**config.mk**
```make
export PLATFORM = sky130hd
export DESIGN_NAME = sram_bus_ctrl
export DESIGN_NICKNAME = d
export VERILOG_FILES = /design/src/rtl/sram_ctrl_pkg.sv /design/src/rtl/sram_phase_timer.sv /design/src/rtl/sram_seq.sv /design/src/rtl/sram_pin_drv.sv /design/src/rtl/sram_bus_ctrl.sv
export SDC_FILE = /design/constraint.sdc
export NUM_CORES = 1
export LEC_CHECK = 0
export ABC_AREA = 0
export ABC_CLOCK_PERIOD_IN_PS = 2000
export BUFFER_PORTS_ARGS = -buffer_cell sky130_fd_sc_hd__buf_2
export CELL_PAD_IN_SITES_DETAIL_PLACEMENT = 0
export CELL_PAD_IN_SITES_GLOBAL_PLACEMENT = 2
export CORE_MARGIN = 2
export CORE_UTILIZATION = 26
export DETAILED_ROUTE_END_ITERATION = 6
export MAX_ROUTING_LAYER = met4
export PLACE_DENSITY_LB_ADDON = 0.1
export SLEW_MARGIN = 5
export SYNTH_ARGS = -nofsm -noshare
export SYNTH_HDL_FRONTEND = slang
export SYNTH_HIERARCHICAL = 1
export SYNTH_SLANG_ARGS = --single-unit
```
**constraint.sdc**
```tcl
create_clock -name clk -period 2 [get_ports clk]
set_input_delay 0 -clock clk [delete_from_list [all_inputs] [get_ports clk]]
set_output_delay 0 -clock clk [all_outputs]
set_load 0.01 [all_outputs]
```
**src/rtl/sram_ctrl_pkg.sv**
```systemverilog
// Shared types and timing helpers for the SRAM bus controller.
// Assumes the speed grade index is 0, 1 or 2; other values read as grade 2.
package sram_ctrl_pkg;

    typedef enum logic [2:0] {
        ST_IDLE,
        ST_RD,
        ST_GAP,
        ST_WSET,
        ST_WPUL,
        ST_WREC
    } seq_state_t;

    localparam int P_RC  = 0;
    localparam int P_WC  = 1;
    localparam int P_WP  = 2;
    localparam int P_DW  = 3;
    localparam int P_AW  = 4;
    localparam int P_CW  = 5;
    localparam int P_OHZ = 6;

    // Minimum time in ns of one timing parameter for one grade.
    function automatic int grade_ns(input int grade, input int which);
        int t;
        case (which)
            P_RC, P_WC: t = (grade == 0) ? 70 : (grade == 1) ? 85 : 100;
            P_WP:       t = (grade == 0) ? 55 : (grade == 1) ? 60 : 70;
            P_DW:       t = (grade == 0) ? 30 : (grade == 1) ? 35 : 40;
            P_AW, P_CW: t = (grade == 0) ? 60 : (grade == 1) ? 70 : 80;
            default:    t = (grade == 0) ? 25 : 20;
        endcase
        return t;
    endfunction

    // Integer division rounded up.
    function automatic int cdiv(input int a, input int b);
        return (a + b - 1) / b;
    endfunction

    function automatic int imax(input int a, input int b);
        return (a > b) ? a : b;
    endfunction

endpackage

```
**src/rtl/sram_phase_timer.sv**
```systemverilog
// Down-counter that times one phase of an access.
// Loading a value N gives N+1 cycles before zero is reported.
// Assumes every load value fits in CNT_W bits.
module sram_phase_timer #(
    parameter int CNT_W = 4
) (
    input  logic             clk,
    input  logic             rst_n,
    input  logic             load,
    input  logic [CNT_W-1:0] load_val,
    output logic             zero
);

    logic [CNT_W-1:0] cnt_q;

    // Load a new phase length, otherwise count down to zero and stay there.
    always_ff @(posedge clk) begin
        if (!rst_n)
            cnt_q <= '0;
        else if (load)
            cnt_q <= load_val;
        else if (cnt_q != '0)
            cnt_q <= cnt_q - 1'b1;
    end

    assign zero = (cnt_q == '0);

endmodule

```
**src/rtl/sram_seq.sv**
```systemverilog
// Access sequencer. It walks each request through its phases:
// a read phase, or an optional turnaround gap, write setup, write pulse
// and write recovery. Phase lengths are cycle counts given as parameters.
// Assumes R_CYC >= 1, W_PULSE >= 1 and GAP >= 1.
module sram_seq
    import sram_ctrl_pkg::*;
#(
    parameter int R_CYC   = 11,
    parameter int W_SETUP = 1,
    parameter int W_PULSE = 8,
    parameter int W_REC   = 2,
    parameter int GAP     = 3,
    parameter int CNT_W   = 4
) (
    input  logic             clk,
    input  logic             rst_n,
    input  logic             req_valid,
    input  logic             req_write,
    input  logic             tmr_zero,
    output logic             req_ready,
    output logic             tmr_load,
    output logic [CNT_W-1:0] tmr_val,
    output seq_state_t       state_q,
    output seq_state_t       state_d,
    output logic             access_done
);

    logic last_rd_q;

    // Next-state and phase-length selection.
    always_comb begin
        state_d  = state_q;
        tmr_load = 1'b0;
        tmr_val  = '0;
        case (state_q)
            ST_IDLE: begin
                if (req_valid) begin
                    tmr_load = 1'b1;
                    if (!req_write) begin
                        state_d = ST_RD;
                        tmr_val = CNT_W'(R_CYC - 1);
                    end else if (last_rd_q) begin
                        state_d = ST_GAP;
                        tmr_val = CNT_W'(GAP - 1);
                    end else if (W_SETUP > 0) begin
                        state_d = ST_WSET;
                        tmr_val = CNT_W'(W_SETUP - 1);
                    end else begin
                        state_d = ST_WPUL;
                        tmr_val = CNT_W'(W_PULSE - 1);
                    end
                end
            end
            ST_RD: begin
                if (tmr_zero) state_d = ST_IDLE;
            end
            ST_GAP: begin
                if (tmr_zero) begin
                    tmr_load = 1'b1;
                    if (W_SETUP > 0) begin
                        state_d = ST_WSET;
                        tmr_val = CNT_W'(W_SETUP - 1);
                    end else begin
                        state_d = ST_WPUL;
                        tmr_val = CNT_W'(W_PULSE - 1);
                    end
                end
            end
            ST_WSET: begin
                if (tmr_zero) begin
                    tmr_load = 1'b1;
                    state_d  = ST_WPUL;
                    tmr_val  = CNT_W'(W_PULSE - 1);
                end
            end
            ST_WPUL: begin
                if (tmr_zero) begin
                    if (W_REC > 0) begin
                        tmr_load = 1'b1;
                        state_d  = ST_WREC;
                        tmr_val  = CNT_W'(W_REC - 1);
                    end else begin
                        state_d = ST_IDLE;
                    end
                end
            end
            ST_WREC: begin
                if (tmr_zero) state_d = ST_IDLE;
            end
            default: state_d = ST_IDLE;
        endcase
    end

    // State register.
    always_ff @(posedge clk) begin
        if (!rst_n) state_q <= ST_IDLE;
        else        state_q <= state_d;
    end

    // Remembers whether the most recently completed access was a read.
    always_ff @(posedge clk) begin
        if (!rst_n)
            last_rd_q <= 1'b0;
        else if (state_q == ST_RD && tmr_zero)
            last_rd_q <= 1'b1;
        else if (state_q == ST_WPUL && tmr_zero)
            last_rd_q <= 1'b0;
    end

    assign req_ready   = (state_q == ST_IDLE);
    assign access_done = (state_d == ST_IDLE) && (state_q != ST_IDLE);

    // a gap is entered only from idle with a write request pending.
    assert_gap_entry_R8: assert property (@(posedge clk) disable iff (!rst_n)
        (state_q == ST_GAP) |-> ($past(state_q) == ST_GAP || $past(req_write)));

endmodule

```
**src/rtl/sram_pin_drv.sv**
```systemverilog
// Registered pin driver. It turns the sequencer's next state into
// glitch-free strobes, holds the request address and data, and captures
// read data at the end of the read phase.
// Assumes the sequencer only leaves idle on an accepted request.
module sram_pin_drv
    import sram_ctrl_pkg::*;
#(
    parameter int ADDR_W  = 16,
    parameter int DATA_W  = 8,
    parameter int W_PULSE = 8,
    parameter int GAP     = 3
) (
    input  logic              clk,
    input  logic              rst_n,
    input  logic              accept,
    input  logic [ADDR_W-1:0] req_addr,
    input  logic [DATA_W-1:0] req_wdata,
    input  seq_state_t        state_q,
    input  seq_state_t        state_d,
    input  logic              access_done,
    input  logic [DATA_W-1:0] mem_dq_in,
    output logic [ADDR_W-1:0] mem_addr,
    output logic              mem_sel_n,
    output logic              mem_sel,
    output logic              mem_rd_n,
    output logic              mem_wr_n,
    output logic [DATA_W-1:0] mem_dq_out,
    output logic              mem_dq_oe,
    output logic              rsp_done,
    output logic [DATA_W-1:0] rsp_rdata
);

    logic sel_d;

    assign sel_d = (state_d == ST_RD) || (state_d == ST_WSET) || (state_d == ST_WPUL);

    // Hold the address and write data of the accepted request.
    always_ff @(posedge clk) begin
        if (!rst_n) begin
            mem_addr   <= '0;
            mem_dq_out <= '0;
        end else if (accept) begin
            mem_addr   <= req_addr;
            mem_dq_out <= req_wdata;
        end
    end

    // Register strobes from the next state; all inactive in reset.
    always_ff @(posedge clk) begin
        if (!rst_n) begin
            mem_sel_n <= 1'b1;
            mem_sel   <= 1'b0;
            mem_rd_n  <= 1'b1;
            mem_wr_n  <= 1'b1;
            mem_dq_oe <= 1'b0;
        end else begin
            mem_sel_n <= !sel_d;
            mem_sel   <= sel_d;
            mem_rd_n  <= (state_d != ST_RD);
            mem_wr_n  <= (state_d != ST_WPUL);
            mem_dq_oe <= (state_d == ST_WSET) || (state_d == ST_WPUL);
        end
    end

    // Capture read data on the edge that closes the read phase; pulse done.
    always_ff @(posedge clk) begin
        if (!rst_n) begin
            rsp_done  <= 1'b0;
            rsp_rdata <= '0;
        end else begin
            rsp_done <= access_done;
            if (state_q == ST_RD && access_done)
                rsp_rdata <= mem_dq_in;
        end
    end

    // ---- checking logic ----
    logic [15:0] we_low_cnt;
    logic [15:0] oe_hi_cnt;

    // Length of the current or just-finished write-enable pulse.
    always_ff @(posedge clk) begin
        if (!rst_n)              we_low_cnt <= '0;
        else if (!mem_wr_n)      we_low_cnt <= (we_low_cnt == 16'hFFFF) ? we_low_cnt : we_low_cnt + 1'b1;
        else                     we_low_cnt <= '0;
    end

    // Cycles since output enable was last low (saturated after reset).
    always_ff @(posedge clk) begin
        if (!rst_n)                  oe_hi_cnt <= 16'hFFFF;
        else if (!mem_rd_n)          oe_hi_cnt <= '0;
        else if (oe_hi_cnt != 16'hFFFF) oe_hi_cnt <= oe_hi_cnt + 1'b1;
    end

    assert_bus_quiet_R9: assert property (@(posedge clk) disable iff (!rst_n)
        mem_dq_oe |-> (mem_rd_n && !mem_sel_n && mem_sel));

    assert_we_guarded_R9: assert property (@(posedge clk) disable iff (!rst_n)
        !mem_wr_n |-> (mem_rd_n && !mem_sel_n && mem_sel && mem_dq_oe));

    assert_pulse_len_R6: assert property (@(posedge clk) disable iff (!rst_n)
        $rose(mem_wr_n) |-> (we_low_cnt == 16'(W_PULSE)));

    assert_turnaround_R8: assert property (@(posedge clk) disable iff (!rst_n)
        $rose(mem_dq_oe) |-> (oe_hi_cnt >= 16'(GAP)));

    assert_done_single_R4: assert property (@(posedge clk) disable iff (!rst_n)
        rsp_done |=> !rsp_done);

    assert_done_idle_R4: assert property (@(posedge clk) disable iff (!rst_n)
        rsp_done |-> (mem_sel_n && mem_wr_n && mem_rd_n));

endmodule

```
**src/rtl/sram_bus_ctrl.sv**
```systemverilog
// Top of the asynchronous SRAM bus controller. It derives every phase
// length in cycles from the speed grade and the clock period, then
// connects the phase timer, the sequencer and the pin driver.
// Assumes CLK_PERIOD_NS >= 1 and SPEED_GRADE in 0..2.
module sram_bus_ctrl
    import sram_ctrl_pkg::*;
#(
    parameter int CLK_PERIOD_NS = 8,
    parameter int SPEED_GRADE   = 1,
    parameter int ADDR_W        = 16,
    parameter int DATA_W        = 8
) (
    input  logic              clk,
    input  logic              rst_n,
    input  logic              host_valid,
    output logic              host_ready,
    input  logic              host_write,
    input  logic [ADDR_W-1:0] host_addr,
    input  logic [DATA_W-1:0] host_wdata,
    output logic              host_done,
    output logic [DATA_W-1:0] host_rdata,
    output logic [ADDR_W-1:0] mem_addr,
    output logic              mem_sel_n,
    output logic              mem_sel,
    output logic              mem_rd_n,
    output logic              mem_wr_n,
    output logic [DATA_W-1:0] mem_dq_out,
    output logic              mem_dq_oe,
    input  logic [DATA_W-1:0] mem_dq_in
);

    localparam int RD_CYC  = cdiv(grade_ns(SPEED_GRADE, P_RC), CLK_PERIOD_NS);
    localparam int WP_CYC  = imax(cdiv(grade_ns(SPEED_GRADE, P_WP), CLK_PERIOD_NS),
                                  cdiv(grade_ns(SPEED_GRADE, P_DW), CLK_PERIOD_NS));
    localparam int SEL_CYC = imax(cdiv(grade_ns(SPEED_GRADE, P_AW), CLK_PERIOD_NS),
                                  cdiv(grade_ns(SPEED_GRADE, P_CW), CLK_PERIOD_NS));
    localparam int SU_CYC  = imax(SEL_CYC - WP_CYC, 0);
    localparam int WT_CYC  = imax(cdiv(grade_ns(SPEED_GRADE, P_WC), CLK_PERIOD_NS),
                                  SU_CYC + WP_CYC);
    localparam int REC_CYC = WT_CYC - SU_CYC - WP_CYC;
    localparam int GAP_CYC = imax(1, cdiv(grade_ns(SPEED_GRADE, P_OHZ), CLK_PERIOD_NS));
    localparam int MAX_LEN = imax(imax(RD_CYC, WT_CYC), GAP_CYC);
    localparam int CNT_W   = $clog2(MAX_LEN + 1);

    logic             tmr_load;
    logic [CNT_W-1:0] tmr_val;
    logic             tmr_zero;
    logic             access_done;
    seq_state_t       state_q;
    seq_state_t       state_d;
    logic             accept;

    assign accept = host_valid && host_ready;

    sram_phase_timer #(.CNT_W(CNT_W)) u_timer (
        .clk      (clk),
        .rst_n    (rst_n),
        .load     (tmr_load),
        .load_val (tmr_val),
        .zero     (tmr_zero)
    );

    sram_seq #(
        .R_CYC   (RD_CYC),
        .W_SETUP (SU_CYC),
        .W_PULSE (WP_CYC),
        .W_REC   (REC_CYC),
        .GAP     (GAP_CYC),
        .CNT_W   (CNT_W)
    ) u_seq (
        .clk         (clk),
        .rst_n       (rst_n),
        .req_valid   (host_valid),
        .req_write   (host_write),
        .tmr_zero    (tmr_zero),
        .req_ready   (host_ready),
        .tmr_load    (tmr_load),
        .tmr_val     (tmr_val),
        .state_q     (state_q),
        .state_d     (state_d),
        .access_done (access_done)
    );

    sram_pin_drv #(
        .ADDR_W  (ADDR_W),
        .DATA_W  (DATA_W),
        .W_PULSE (WP_CYC),
        .GAP     (GAP_CYC)
    ) u_pins (
        .clk         (clk),
        .rst_n       (rst_n),
        .accept      (accept),
        .req_addr    (host_addr),
        .req_wdata   (host_wdata),
        .state_q     (state_q),
        .state_d     (state_d),
        .access_done (access_done),
        .mem_dq_in   (mem_dq_in),
        .mem_addr    (mem_addr),
        .mem_sel_n   (mem_sel_n),
        .mem_sel     (mem_sel),
        .mem_rd_n    (mem_rd_n),
        .mem_wr_n    (mem_wr_n),
        .mem_dq_out  (mem_dq_out),
        .mem_dq_oe   (mem_dq_oe),
        .rsp_done    (host_done),
        .rsp_rdata   (host_rdata)
    );

    // only three grades exist.
    initial begin
        assert_grade_range_R10: assert (SPEED_GRADE >= 0 && SPEED_GRADE <= 2);
    end

    assert_busy_after_accept_R2: assert property (@(posedge clk) disable iff (!rst_n)
        (host_valid && host_ready) |=> !host_ready);

    assert_ready_with_done_R2: assert property (@(posedge clk) disable iff (!rst_n)
        host_done |-> host_ready);

    assert_read_start_R3: assert property (@(posedge clk) disable iff (!rst_n)
        $fell(mem_rd_n) |-> $past(host_valid && host_ready && !host_write));

endmodule

```
## Word-level counts from Yosys, hierarchy flattened

Index checks and enable logic that the tools add are counted.

| storage, ports and cells | value |
|---|---|
| register bits | 46 |
| bits in latches | 0 |
| bits in writable memories | 0 |
| ROM bits | 0 |
| input bits | 36 |
| word-level logic and storage cells | 62 |
| memories | 0 |

| cells by class | value |
|---|---|
| add/sub/neg operators | 1 |
| $mul | 0 |
| div/mod/pow operators | 0 |
| $lt $le $gt $ge | 0 |
| eq/ne operators | 10 |
| shift operators | 0 |
| muxes and demuxes | 21 |
| bitwise operators | 0 |
| reduce and logical (&&, ||, !) cells | 18 |

Operators by type and width:

| operator | count |
|---|---|
| 3-bit 2-to-1 mux | 7 |
| 4-bit 2-to-1 mux | 4 |
| 3-bit case mux with 5 select lines | 1 |
| 4-bit case mux with 3 select lines | 1 |
| 3-bit by 2-bit == test with 1-bit output (second input constant) | 3 |
| 3-bit == test (second input constant) | 3 |
| 3-bit by 1-bit == test with 1-bit output (second input constant) | 2 |
| 3-bit logical NOT | 2 |
| 1-bit 2-to-1 mux | 6 |
| 1-bit logical AND | 5 |
| 4-bit logical NOT | 1 |
| 2-bit nonzero test | 2 |
| 4-bit nonzero test | 1 |
| 4-bit by 1-bit subtractor with 4-bit output (second input constant) | 1 |
| 1-bit logical OR | 3 |
| 3-bit by 1-bit inequality test with 1-bit output (second input constant) | 1 |
| 3-bit inequality test (second input constant) | 1 |
| 3-bit nonzero test | 1 |
| 3-bit OR reduction | 1 |
| 2-bit 2-to-1 mux | 1 |
| 1-bit case mux with 2 select lines | 1 |
| 2-bit OR reduction | 1 |
| 1-bit logical NOT | 1 |

## Depth between registers and ports, before layout

Gate-level depths: netlist of the first run.

| logic depth | value |
|---|---|
| word-level depth | 8 |
| mapped depth | 9 |
| depth with buffers taken out | 8 |

## Modules after synthesis

The synthesis of the first run kept the hierarchy.

Modules (own cells, without submodules):

| module | times used | cells each | area each (µm²) | seq. area each (µm²) |
|---|---|---|---|---|
| sram_pin_drv | 1 | 130 | 1458.9 | 760.7 |
| sram_seq | 1 | 43 | 337.8 | 80.1 |
| sram_phase_timer | 1 | 23 | 230.2 | 80.1 |
| sram_bus_ctrl | 1 | 1 | 6.3 | 0.0 |

## Worst setup path after synthesis of the first run

OpenSTA, ideal clock, no wires.

| timing path | value |
|---|---|
| kind | reg2reg |
| start point | reg u_timer.cnt_q[0] |
| end point | reg u_pins.mem_sel_n |
| setup time | 0.128 ns |
| arrival time | 1.844 ns |
| data required time | 1.872 ns |
| setup slack | 0.028 ns |
| stages on the path, launching flop included | 9 |
| cells stage by stage | dfxtp_1 > inv_1 > ha_1 > nor3b_4 > clkbuf_1 > and2_0 > o31ai_1 > nor3b_1 > o21ai_0 |

| between the ends | value |
|---|---|
| longest elaborated chain between the ends | 7 |

RTL lines:

| item | line | text |
|---|---|---|
| start: declaration | sram_phase_timer.sv:14 | `logic [CNT_W-1:0] cnt_q;` |
| start signal: assignment | sram_phase_timer.sv:21 | `cnt_q <= load_val;` |
| start signal: assignment | sram_phase_timer.sv:23 | `cnt_q <= cnt_q - 1'b1;` |
| 4-bit logical NOT * | sram_phase_timer.sv:26 | `assign zero = (cnt_q == '0);` |
| net tmr_zero | sram_bus_ctrl.sv:47 | `logic tmr_zero;` |
| 3-bit 2-to-1 mux (on tied branches) | -- |  |
| 3-bit case mux with 5 select lines * | sram_seq.sv:35 | `case (state_q)` |
| net state_d[2] | sram_bus_ctrl.sv:50 | `seq_state_t state_d;` |
| 3-bit by 1-bit == test with 1-bit output / 3-bit by 2-bit == test with 1-bit output (equally long branches) | sram_pin_drv.sv:35 | `assign sel_d = (state_d == ST_RD) \|\| (state_d == ST_WSET) \|\| (state_d == ST_WPUL);` |
| 1-bit logical OR | sram_pin_drv.sv:35 |  |
| 1-bit logical OR * | sram_pin_drv.sv:35 |  |
| 1-bit logical NOT * | sram_pin_drv.sv:57 | `mem_sel_n <= !sel_d;` |
| end signal: assignment | sram_pin_drv.sv:57 |  |
| end: declaration | sram_pin_drv.sv:23 | `output logic mem_sel_n,` |

The timed path passes the listed nets; every way through them passes the cells marked *.
A chain may end at the register's enable or synchronous reset.

## Worst setup path after layout of the first run

| timing path | value |
|---|---|
| start point | reg u_timer.cnt_q[0] |
| end point | reg u_timer.cnt_q[3] |

| between the ends | value |
|---|---|
| longest elaborated chain between the ends | 4 |

RTL lines:

| item | line | text |
|---|---|---|
| 4-bit logical NOT * | sram_phase_timer.sv:26 |  |
| net tmr_zero | sram_bus_ctrl.sv:47 |  |
| 1-bit 2-to-1 mux * | sram_seq.sv:58, sram_seq.sv:70 |  |
| 1-bit case mux with 2 select lines * | sram_seq.sv:35 |  |
| net tmr_load | sram_bus_ctrl.sv:45 | `logic tmr_load;` |
| 4-bit 2-to-1 mux / 2-bit nonzero test (equally long branches) | -- |  |

The timed path passes the listed nets; every way through them passes the cells marked *. The select of a mux whose other input is x is not followed.

==> impl_metrics.toml, run 1 <==
[outcome]
run_status = "finished clean"

[timing]
transition_at_the_pin_with_the_smallest_max_transition_slack_ps = 461
shortest_clock_period_the_worst_path_allows_after_layout_ps = 1880
relSlewSlack = 0.692
worst_clock_skew_ps = 7.04
setup_slack_ps = 122
fmax_mhz = 533
setup-tns-final_ps = 0
final_max_slew_viol_count = 0
post-route-period-util = 0.939
setup_viol = 0
hold_viol = 0
grt_setup_unrepaired = "no"

[synthesis]
syn_avg_cell_area_um2 = 10.3
yosysSeqAreaShare = 0.453
async_flop_share = 0
synthesis.yosys.warnings = 6
synth-seq-cells = 46
syn-num-nets = 234
synth_cell_types = 43
synth_enable_flop_cells = 0
post_synth_top_area_share = 0.453
biggest_area_consumer_among_synthesized_cells = "sky130_fd_sc_hd__dfxtp_1"
netlist_instances = 197
synth.area.top_cells = "sky130_fd_sc_hd__dfxtp_1, sky130_fd_sc_hd__mux2i_1, sky130_fd_sc_hd__nor2b_1"
yosys-top-cells-count = "sky130_fd_sc_hd__dfxtp_1, sky130_fd_sc_hd__mux2i_1, sky130_fd_sc_hd__nor2b_1"
post_synth_instance_area_um2 = 2030
top_flip_flop_cell_by_instance_count_after_synthesis = "sky130_fd_sc_hd__dfxtp_1"
yosysMostFrequentCell = "sky130_fd_sc_hd__dfxtp_1"

[critical_path]
startpoint_type = "register"
reg2regPathDepth = 8
worst-endpoint-arrival_ps = 2100
crit_path_max_fanout = 6
worstPathRequired_ps = 2220
worst-r2r-setup-slack_ps = 120
endpoint_kind = "register"
worst-setup-path-type = "register to register"

[floorplanning]
core_box_area_um2 = 7650
die_height_um = 92.4
fp.dieW_um = 92.4
floorplan_die_area_um2 = 8540
effective_utilization_at_floorplan = 0.266
floorplan.rows = 32
design.portCount = 75

[power]
power.leakage_nw = 1.35
power_per_cell_area_nw_per_um2 = 1050
design_power_total_mw = 3.17
portion_of_total_power_attributed_to_combinational_logic = 0.416
p_sw_mw = 1.03
cell_internal_pwr_mw = 2.14
power.ir.vdd_worst_mv = 0.468
power.share.switching = 0.325
seq_power_share = 0.366
power_frac_clock = 0.218

[worst_hold_path]
timing.hold.worst_path_depth = 4
hold_class = "input port to register"

[layout]
finalNetCount = 347
final_instance_area_um2 = 3030
layout.core_utilization = 0.396
antenna_cells_inserted = 0
areaGrowthSynthToFinish_pct = 48.8
drive_above_1_share = 0.363

[drt]
first_pass_iters = 4
drt-wirelength-per-cell_um = 11.8
vias = 1710
detailedRoute.firstIterationViolations = 36
via_per_inst = 4.14
ant_nets = 0
drc = 0
finalWirelength_mm = 4.87

[placed_design]
numPortBuffers = 74
place_worst_setup_slack_ps = 0.760
gp_congestion = 0.688
dpl.hpwl_mm = 3.28
placement_cell_area_um2 = 2530

[global_route]
grt_max_degree = 28
gr-total-overflow = 0
vias_in_the_first_global_route = 1703
antenna_found_initial = 0
global_route_wire_length_before_repair_mm = 7.93
track_usage = 0.117

[cts]
cts.htree.levels = 2
insertion_delay_ps = 290
ctsRootBufferMaster = "sky130_fd_sc_hd__clkbuf_8"
cts-root-to-sink-buffers = 2
tritoncts_num_sinks = 46
clkTransAtPathRegs_ps = 90
cts_inserted_buffers = 5
clock_tree_from_tritoncts = "built"

[flow_run]
max_cap_viol_count = 0
-- state kept, by name, summed over array words and instances (netlist names) --
name,count
u_pins/mem_sel,1
u_pins/mem_sel_n,1
u_pins/mem_dq_out,8
u_pins/mem_addr,16
u_pins/mem_dq_oe,1
u_pins/mem_rd_n,1
u_pins/rsp_done,1
u_timer/cnt_q,4
u_seq/state_q,3
u_pins/mem_wr_n,1
u_pins/rsp_rdata,8
u_seq/last_rd_q,1
-- layout make-up --
cell class | instances | area, um^2
clock buffers | 5 | 68.8
clock inverters | 3 | 43.8
fillers | 783 | 4620
inverters | 4 | 15.0
multi-input cells | 135 | 1040
flip-flops and latches | 46 | 921
well taps | 102 | 128
repair buffers | 118 | 806
-- logic make-up (layout without fill, tap and decap cells) --
family                     count (synthesis)  after routing  share of synthesized area
AOI/OAI and AO/OA                         19             19                     0.0732
buffers and inverters                     17            130                     0.0621
DFF                                       46             46                      0.453
xor gates and xnor gates                   2              2                    0.00862
and+or+nand+nor                           77             78                      0.223
muxes                                     35             35                      0.174
adders and majority gates                  1              1                    0.00615
-- routing by layer --
| metal | vias up | GRT usage | routed length, um | share of wire |
|---|---|---|---|---|
| met2 | 55 | 0.180 | 2170 | 0.45 |
| met5 | - | - | 0 | 0 |
| met1 | 761 | 0.148 | 2360 | 0.48 |
| met3 | 4 | 0.0325 | 300 | 0.062 |
| li1 | 890 | - | - | - |
| met4 | 0 | 0.0386 | 38 | 0.0078 |
-- layout by cell type (no fill, tap or decap), types with 3 or more instances in the layout --
| cell | instances |
|---|---|
| sky130_fd_sc_hd__and2_1 | 5 |
| sky130_fd_sc_hd__nand3_1 | 4 |
| sky130_fd_sc_hd__dfxtp_1 | 46 |
| sky130_fd_sc_hd__inv_1 | 4 |
| sky130_fd_sc_hd__clkbuf_8 | 5 |
| sky130_fd_sc_hd__buf_4 | 10 |
| sky130_fd_sc_hd__o21ai_0 | 3 |
| sky130_fd_sc_hd__dlygate4sd3_1 | 32 |
| sky130_fd_sc_hd__nand2_1 | 21 |
| sky130_fd_sc_hd__nand2b_1 | 3 |
| sky130_fd_sc_hd__buf_2 | 74 |
| sky130_fd_sc_hd__nor2_1 | 3 |
| sky130_fd_sc_hd__mux2i_1 | 33 |
| sky130_fd_sc_hd__nor2b_1 | 26 |
-- critical path: stages, from the launching register on --
cell,delay [ps]
sky130_fd_sc_hd__dfxtp_1,350
sky130_fd_sc_hd__inv_1,70
sky130_fd_sc_hd__ha_2,210
sky130_fd_sc_hd__nor3b_4,170
sky130_fd_sc_hd__buf_4,150
sky130_fd_sc_hd__mux2_2,250
sky130_fd_sc_hd__a32o_2,260
sky130_fd_sc_hd__nand2b_4,160
sky130_fd_sc_hd__o31ai_2,170
-- path summary, 6_finish.rpt --
check / start / to
worst min-delay path: host_write / u_timer/cnt_q[3]
worst min register to register: u_pins/rsp_rdata[7] / u_pins/rsp_rdata[7]
worst max register to register: u_timer/cnt_q[0] / u_timer/cnt_q[3]
worst max-delay path: u_timer/cnt_q[0] / u_timer/cnt_q[3]
-- power groups by stage --
| stage | logic [mW] | clock network [mW] | registers (mW) |
|---|---|---|---|
| after CTS | 1.25 | 0.740 | 1.16 |
| after global placement | 1.19 | 0 | 1.17 |
| after floorplan | 0.798 | 0 | 1.22 |
| after global routing | 1.46 | 0.772 | 1.18 |
| final | 1.32 | 0.694 | 1.16 |
| after detailed placement | 1.18 | 0 | 1.17 |
-- what timing repair did --
action	4_1_cts	5_1_grt
cloned	0	1
buffers inserted	0	0
hold buffers	32	0
pin swaps	0	1
endpoints found under the hold margin	32	0
resized for setup	2	9
endpoints found under the setup margin	2	16
-- per-stage QoR --
stage | hold slack, ps | instances
2_1_floorplan | 122 | 197
3_3_place_gp | 253 | 372
3_5_place_dp | 257 | 372
4_1_cts | 27.6 | 412
5_1_grt | 65.0 | 413
6_report | 52.0 | 413
(Power assumes the default switching activity.)
==> run 2, diff against run 1 <==
--- a/config.mk
+++ b/config.mk
@@ -14,7 +14,7 @@
 export CORE_UTILIZATION = 26
 export DETAILED_ROUTE_END_ITERATION = 6
 export MAX_ROUTING_LAYER = met4
-export PLACE_DENSITY_LB_ADDON = 0.1
+export PLACE_DENSITY = 0.79
 export SLEW_MARGIN = 5
 export SYNTH_ARGS = -nofsm -noshare
 export SYNTH_HDL_FRONTEND = slang
==> run 2 against run 1 <==
Net effect:
- hold slack worse by 7.9 ps
- flip-flop and latch count stayed put
- first-iteration DRC count up 2.8%
- wire length up 1.1%
- maximum frequency down 1.2%
- die area did not move
- clock-buffer cell count is the same
- clock power down 17%
- critical endpoint is now u_pins/mem_dq_oe
- largest cell class unchanged
- highest routed layer unchanged
==> impl_metrics.toml, run 2 (synthesis gave the netlist of run 1 again) <==
[worst_hold_path]
timing.hold.worst_path_depth = 4
hold_class = "input port to register"
min_to = "u_timer/cnt_q[3]"
holdCritStartpoint = "host_write"

[timing]
hold_viol = 0
setup_slack_ps = 99.9
fmax_mhz = 526
relSlewSlack = 0.657
post-route-period-util = 0.950
worst_clock_skew_ps = 8.12
shortest_clock_period_the_worst_path_allows_after_layout_ps = 1900
final_max_slew_viol_count = 0
grt_setup_unrepaired = "no"
setup-tns-final_ps = 0
transition_at_the_pin_with_the_smallest_max_transition_slack_ps = 514
holdWs_ps = 44.0
setup_viol = 0

[flow_run]
max_cap_viol_count = 0

[floorplanning]
die_height_um = 92.4
core_box_area_um2 = 7650
design.portCount = 75
floorplan.rows = 32
floorplan_die_area_um2 = 8540
fp.dieW_um = 92.4
effective_utilization_at_floorplan = 0.266

[power]
portion_of_total_power_attributed_to_combinational_logic = 0.435
power.leakage_nw = 1.34
cell_internal_pwr_mw = 2.05
power.ir.vdd_worst_mv = 0.401
power_frac_clock = 0.187
power_per_cell_area_nw_per_um2 = 1030
seq_power_share = 0.378
power.share.switching = 0.334
p_sw_mw = 1.03

[cts]
cts_inserted_buffers = 5
clock_tree_from_tritoncts = "built"
ctsRootBufferMaster = "sky130_fd_sc_hd__clkbuf_8"
cts-root-to-sink-buffers = 2
insertion_delay_ps = 300
cts.htree.levels = 2
clkTransAtPathRegs_ps = 90
tritoncts_num_sinks = 46

[critical_path]
endpoint_kind = "register"
reg2reg_to = "u_pins/mem_dq_oe"
worst-endpoint-arrival_ps = 2090
reg2regPathDepth = 8
worstPathRequired_ps = 2190
startpoint_type = "register"
worst-r2r-setup-slack_ps = 100
worstReg2RegStart = "u_timer/cnt_q[0]"
crit_path_max_fanout = 4
worst-setup-path-type = "register to register"

[placed_design]
numPortBuffers = 74
gp_congestion = 0.670
place_worst_setup_slack_ps = 44.7
dpl.hpwl_mm = 3.17

[layout]
antenna_cells_inserted = 0
flip_flop_count_of_the_largest_register_all_copies_and_words_added = 16
drive_above_1_share = 0.351
commonest_cells_after_routing_fill_and_taps_aside = "sky130_fd_sc_hd__buf_2, sky130_fd_sc_hd__dfxtp_1, sky130_fd_sc_hd__mux2i_1"
finalNetCount = 349
largest-register = "u_pins/mem_addr"
areaGrowthSynthToFinish_pct = 47.2
layout.cells.most_common = "sky130_fd_sc_hd__buf_2"
layout.core_utilization = 0.391
reg_top3 = "u_pins/mem_addr x16, u_pins/mem_dq_out x8, u_pins/rsp_rdata x8"

[drt]
drc = 0
first_pass_iters = 4
finalWirelength_mm = 4.92
vias = 1746
drt-wirelength-per-cell_um = 11.9
ant_nets = 0
via_per_inst = 4.21
detailedRoute.firstIterationViolations = 37

[outcome]
run_status = "finished clean"

[global_route]
antenna_found_initial = 0
gr-total-overflow = 0
global_route_wire_length_before_repair_mm = 8.12
grt_max_degree = 34
track_usage = 0.121
vias_in_the_first_global_route = 1733
## run 2: repair_timing
item / CTS / global route
endpoints found under the setup margin: 0 / 12
hold buffers: 32 / 0
buffers inserted: 0 / 1
gates resized for setup: 0 / 6
hold endpoints to repair: 32 / 0
## run 2: how the worst max path moves through the flow
stage / from / end / slack, ps / cells after the start
5_1_grt: u_timer/cnt_q[0] / u_pins/mem_dq_oe / 3 / 8
2_1_floorplan: u_timer/cnt_q[0] / u_pins/mem_sel_n / 30 / 8
3_5_place_dp: u_timer/cnt_q[0] / u_pins/mem_sel_n / 40 / 8
4_1_cts: u_timer/cnt_q[0] / u_pins/mem_sel_n / 30 / 8
3_3_place_gp: u_timer/cnt_q[0] / u_pins/mem_sel_n / 110 / 8
6_report: u_timer/cnt_q[0] / u_pins/mem_dq_oe / 100 / 8
## run 2: cell type report
type	count	area, um^2
Fill cell	762	4650
Multi-Input combinational cell	135	1020
Sequential cell	46	921
Timing Repair Buffer	120	821
Tap cell	102	128
Clock buffer	5	68.8
Clock inverter	3	18.8
Inverter	4	15.0
## run 2: routing by layer
layer,wire [um],track usage,vias to the layer above,share of wire
met4,25,0.0386,0,0.0051
met3,352,0.0350,2,0.071
li1,-,-,896,-
met2,2290,0.196,60,0.47
met5,0,-,-,0
met1,2260,0.147,788,0.46
## run 2: power groups by stage
stage                     logic (mW)  clock network [mW]  registers, mW
after CTS                       1.26               0.602           1.15
after global routing            1.47               0.649           1.18
after detailed placement        1.20                   0           1.18
after global placement          1.19                   0           1.17
after floorplan                0.798                   0           1.22
final                           1.34               0.574           1.16
## run 2: worst max-delay path: stages (launching register included)
cell	delay (ps)
sky130_fd_sc_hd__dfxtp_1	350
sky130_fd_sc_hd__inv_1	70
sky130_fd_sc_hd__ha_2	210
sky130_fd_sc_hd__nor3b_2	180
sky130_fd_sc_hd__and2_0	170
sky130_fd_sc_hd__o31ai_1	290
sky130_fd_sc_hd__buf_4	200
sky130_fd_sc_hd__and3b_1	170
sky130_fd_sc_hd__o21a_1	160
## run 2: metrics by stage
stage                     power [mW]  area [um^2]  std cells
after floorplan                 2.02         2030        197
after global routing            3.30         2990        415
after detailed placement        2.38         2540        373
after global placement          2.36         2540        373
after CTS                       3.01         2950        413
final                           3.07         2990        415
==> run 3, diff against run 2 <==
==> constraint.sdc (replaced) <==
create_clock -name clk -period 2 [get_ports clk]
set_input_delay 0.1 -clock clk [delete_from_list [all_inputs] [get_ports clk]]
set_output_delay 0.1 -clock clk [all_outputs]
set_load 0.01 [all_outputs]
==> run 3 against run 2 <==
Net effect:
- sequential share of layout area is 3.6 points higher
- via count decreased by 9.9%
- largest cell class unchanged
- flip-flop and latch count unchanged
==> impl_metrics.toml, run 3 (synthesis gave the netlist of run 1 again) <==
[outcome]
run_status = "finished clean"

[layout]
flip_flop_count_of_the_largest_register_all_copies_and_words_added = 16
finalNetCount = 317
commonest_cells_after_routing_fill_and_taps_aside = "sky130_fd_sc_hd__buf_2, sky130_fd_sc_hd__dfxtp_1, sky130_fd_sc_hd__mux2i_1"
antenna_cells_inserted = 0
drive_above_1_share = 0.406
areaGrowthSynthToFinish_pct = 31.8
reg_top3 = "u_pins/mem_addr x16, u_pins/mem_dq_out x8, u_pins/rsp_rdata x8"
layout.filler_cells = 815
largest-register = "u_pins/mem_addr"
layout.cells.most_common = "sky130_fd_sc_hd__buf_2"

[timing]
post-route-period-util = 0.927
setup_viol = 0
shortest_clock_period_the_worst_path_allows_after_layout_ps = 1850
fmax_mhz = 540
relSlewSlack = 0.577
setup_slack_ps = 147
transition_at_the_pin_with_the_smallest_max_transition_slack_ps = 634
hold_viol = 0
holdWs_ps = 45.0
final_max_slew_viol_count = 0
worst_clock_skew_ps = 3.86

[critical_path]
crit_path_max_fanout = 4
reg2regPathDepth = 9
worst-endpoint-arrival_ps = 2050
worstPathRequired_ps = 2200
worstReg2RegStart = "u_timer/cnt_q[0]"
crit_top_cell = "sky130_fd_sc_hd__buf_4"
cell_with_the_largest_stage_delay_on_the_worst_path = "sky130_fd_sc_hd__dfxtp_1"
worst-setup-path-type = "register to register"
worst-r2r-setup-slack_ps = 150
endpoint_kind = "register"
reg2reg_to = "u_pins/mem_dq_oe"
startpoint_type = "register"
max_stage_delay_ps = 320
critical_path.cell_chain = "inv_1 -> ha_1 -> nor3b_4 -> buf_4 -> nand4b_1 -> o31ai_2 -> buf_4 -> and3b_1 -> o21a_1"

[floorplanning]
fp.dieW_um = 92.4
design.portCount = 75
floorplan_die_area_um2 = 8540
die_height_um = 92.4
core_box_area_um2 = 7650
floorplan.rows = 32
effective_utilization_at_floorplan = 0.266

[drt]
drc = 0
finalWirelength_mm = 4.38
via_per_inst = 4.11
vias = 1573
detailedRoute.firstIterationViolations = 37
ant_nets = 0
drt-wirelength-per-cell_um = 11.4
first_pass_iters = 4

[global_route]
antenna_found_initial = 0
global_route_wire_length_before_repair_mm = 6.80
vias_in_the_first_global_route = 1422
gr-max-usage-layer = "met2"
grtUsageMet1 = 0.142
groute.layer.met3.usage = 0.0293
gr-total-overflow = 0
track_usage = 0.103
grt_max_degree = 39
met2_usage = 0.146

[worst_hold_path]
hold_class = "input port to register"
min_to = "u_pins/rsp_rdata[5]"
holdCritStartpoint = "mem_dq_in[5]"
timing.hold.worst_path_depth = 3

[cts]
cts_inserted_buffers = 5
insertion_delay_ps = 290
tritoncts_num_sinks = 46
cts.htree.levels = 2
clkTransAtPathRegs_ps = 90
ctsRootBufferMaster = "sky130_fd_sc_hd__clkbuf_8"
hold_buffers = 0
clock_tree_from_tritoncts = "built"
cts-root-to-sink-buffers = 2

[placed_design]
gp_congestion = 0.809
place_worst_setup_slack_ps = 50.8
numPortBuffers = 74
dpl.hpwl_mm = 3.13

[flow_run]
max_cap_viol_count = 0

[power]
power.leakage_nw = 1.20
power.ir.vdd_worst_mv = 0.397
power_per_cell_area_nw_per_um2 = 1130
## run 3: changes by cell type in the layout (fill, tap and decap cells not counted), sizes merged
cell         delta
dlygate4sd3    -32
## run 3: critical path: cells and delay by family, from the launching register on
kind / cells / cell delay [ps]
AND/OR/NAND/NOR: 3 / 560
AO/OA/AOI/OAI: 2 / 260
flip-flops: 1 / 320
buffers and inverters: 3 / 420
adder cells (fa/ha/maj): 1 / 200
## run 3: area by class of cell
class / count / area [um^2] / share of cell area
clock buffer: 5 / 68.8 / 0.0257
clock inverter: 3 / 18.8 / 0.00701
inverter: 4 / 15.0 / 0.00560
multi-input combinational: 135 / 1030 / 0.383
sequential: 46 / 921 / 0.344
tap: 102 / 128 / 0.0476
timing repair buffer: 88 / 500 / 0.187
## run 3: how the worst max path moves through the flow
stage                          start          endpoint  slack, ps
floorplan           u_timer/cnt_q[0]  u_pins/mem_sel_n         30
CTS                 u_timer/cnt_q[0]  u_pins/mem_sel_n         30
finish              u_timer/cnt_q[0]  u_pins/mem_dq_oe        150
global route        u_timer/cnt_q[0]  u_pins/mem_sel_n         -3
global placement    u_timer/cnt_q[0]  u_pins/mem_sel_n        110
detailed placement  u_timer/cnt_q[0]  u_pins/mem_sel_n         50
## run 3: power by group
group | leakage, nW | internal, mW | total, mW | switching, mW
registers | 0.377 | 1.07 | 1.16 | 0.0887
clock network | 0.0483 | 0.246 | 0.562 | 0.316
logic | 0.780 | 0.697 | 1.30 | 0.608
## run 3: metrics by stage
stage	utilization	setup TNS [ps]	total power [mW]	instances	instance area, um^2
after global routing	0.350	-2.62	3.23	383	2680
after detailed placement	0.331	0	2.36	372	2530
after global placement	0.331	0	2.35	372	2530
after floorplan	-	0	2.02	197	2030
final	0.350	0	3.02	383	2680
after CTS	0.343	0	2.93	380	2620
## run 3: what timing repair did
item / 4_1_cts / 5_1_grt
buffers inserted: 0 / 2
gates resized for setup: 0 / 8
setup endpoints to repair: 0 / 13
endpoints found under the hold margin: 0 / 0
## run 3: routing by layer
metal / share of wire / vias up / routed length [um]
met3: 0.071 / 2 / 310
li1: - / 831 / -
met2: 0.41 / 50 / 1810
met4: 0.0055 / 0 / 24
met1: 0.51 / 690 / 2240
met5: 0 / - / 0
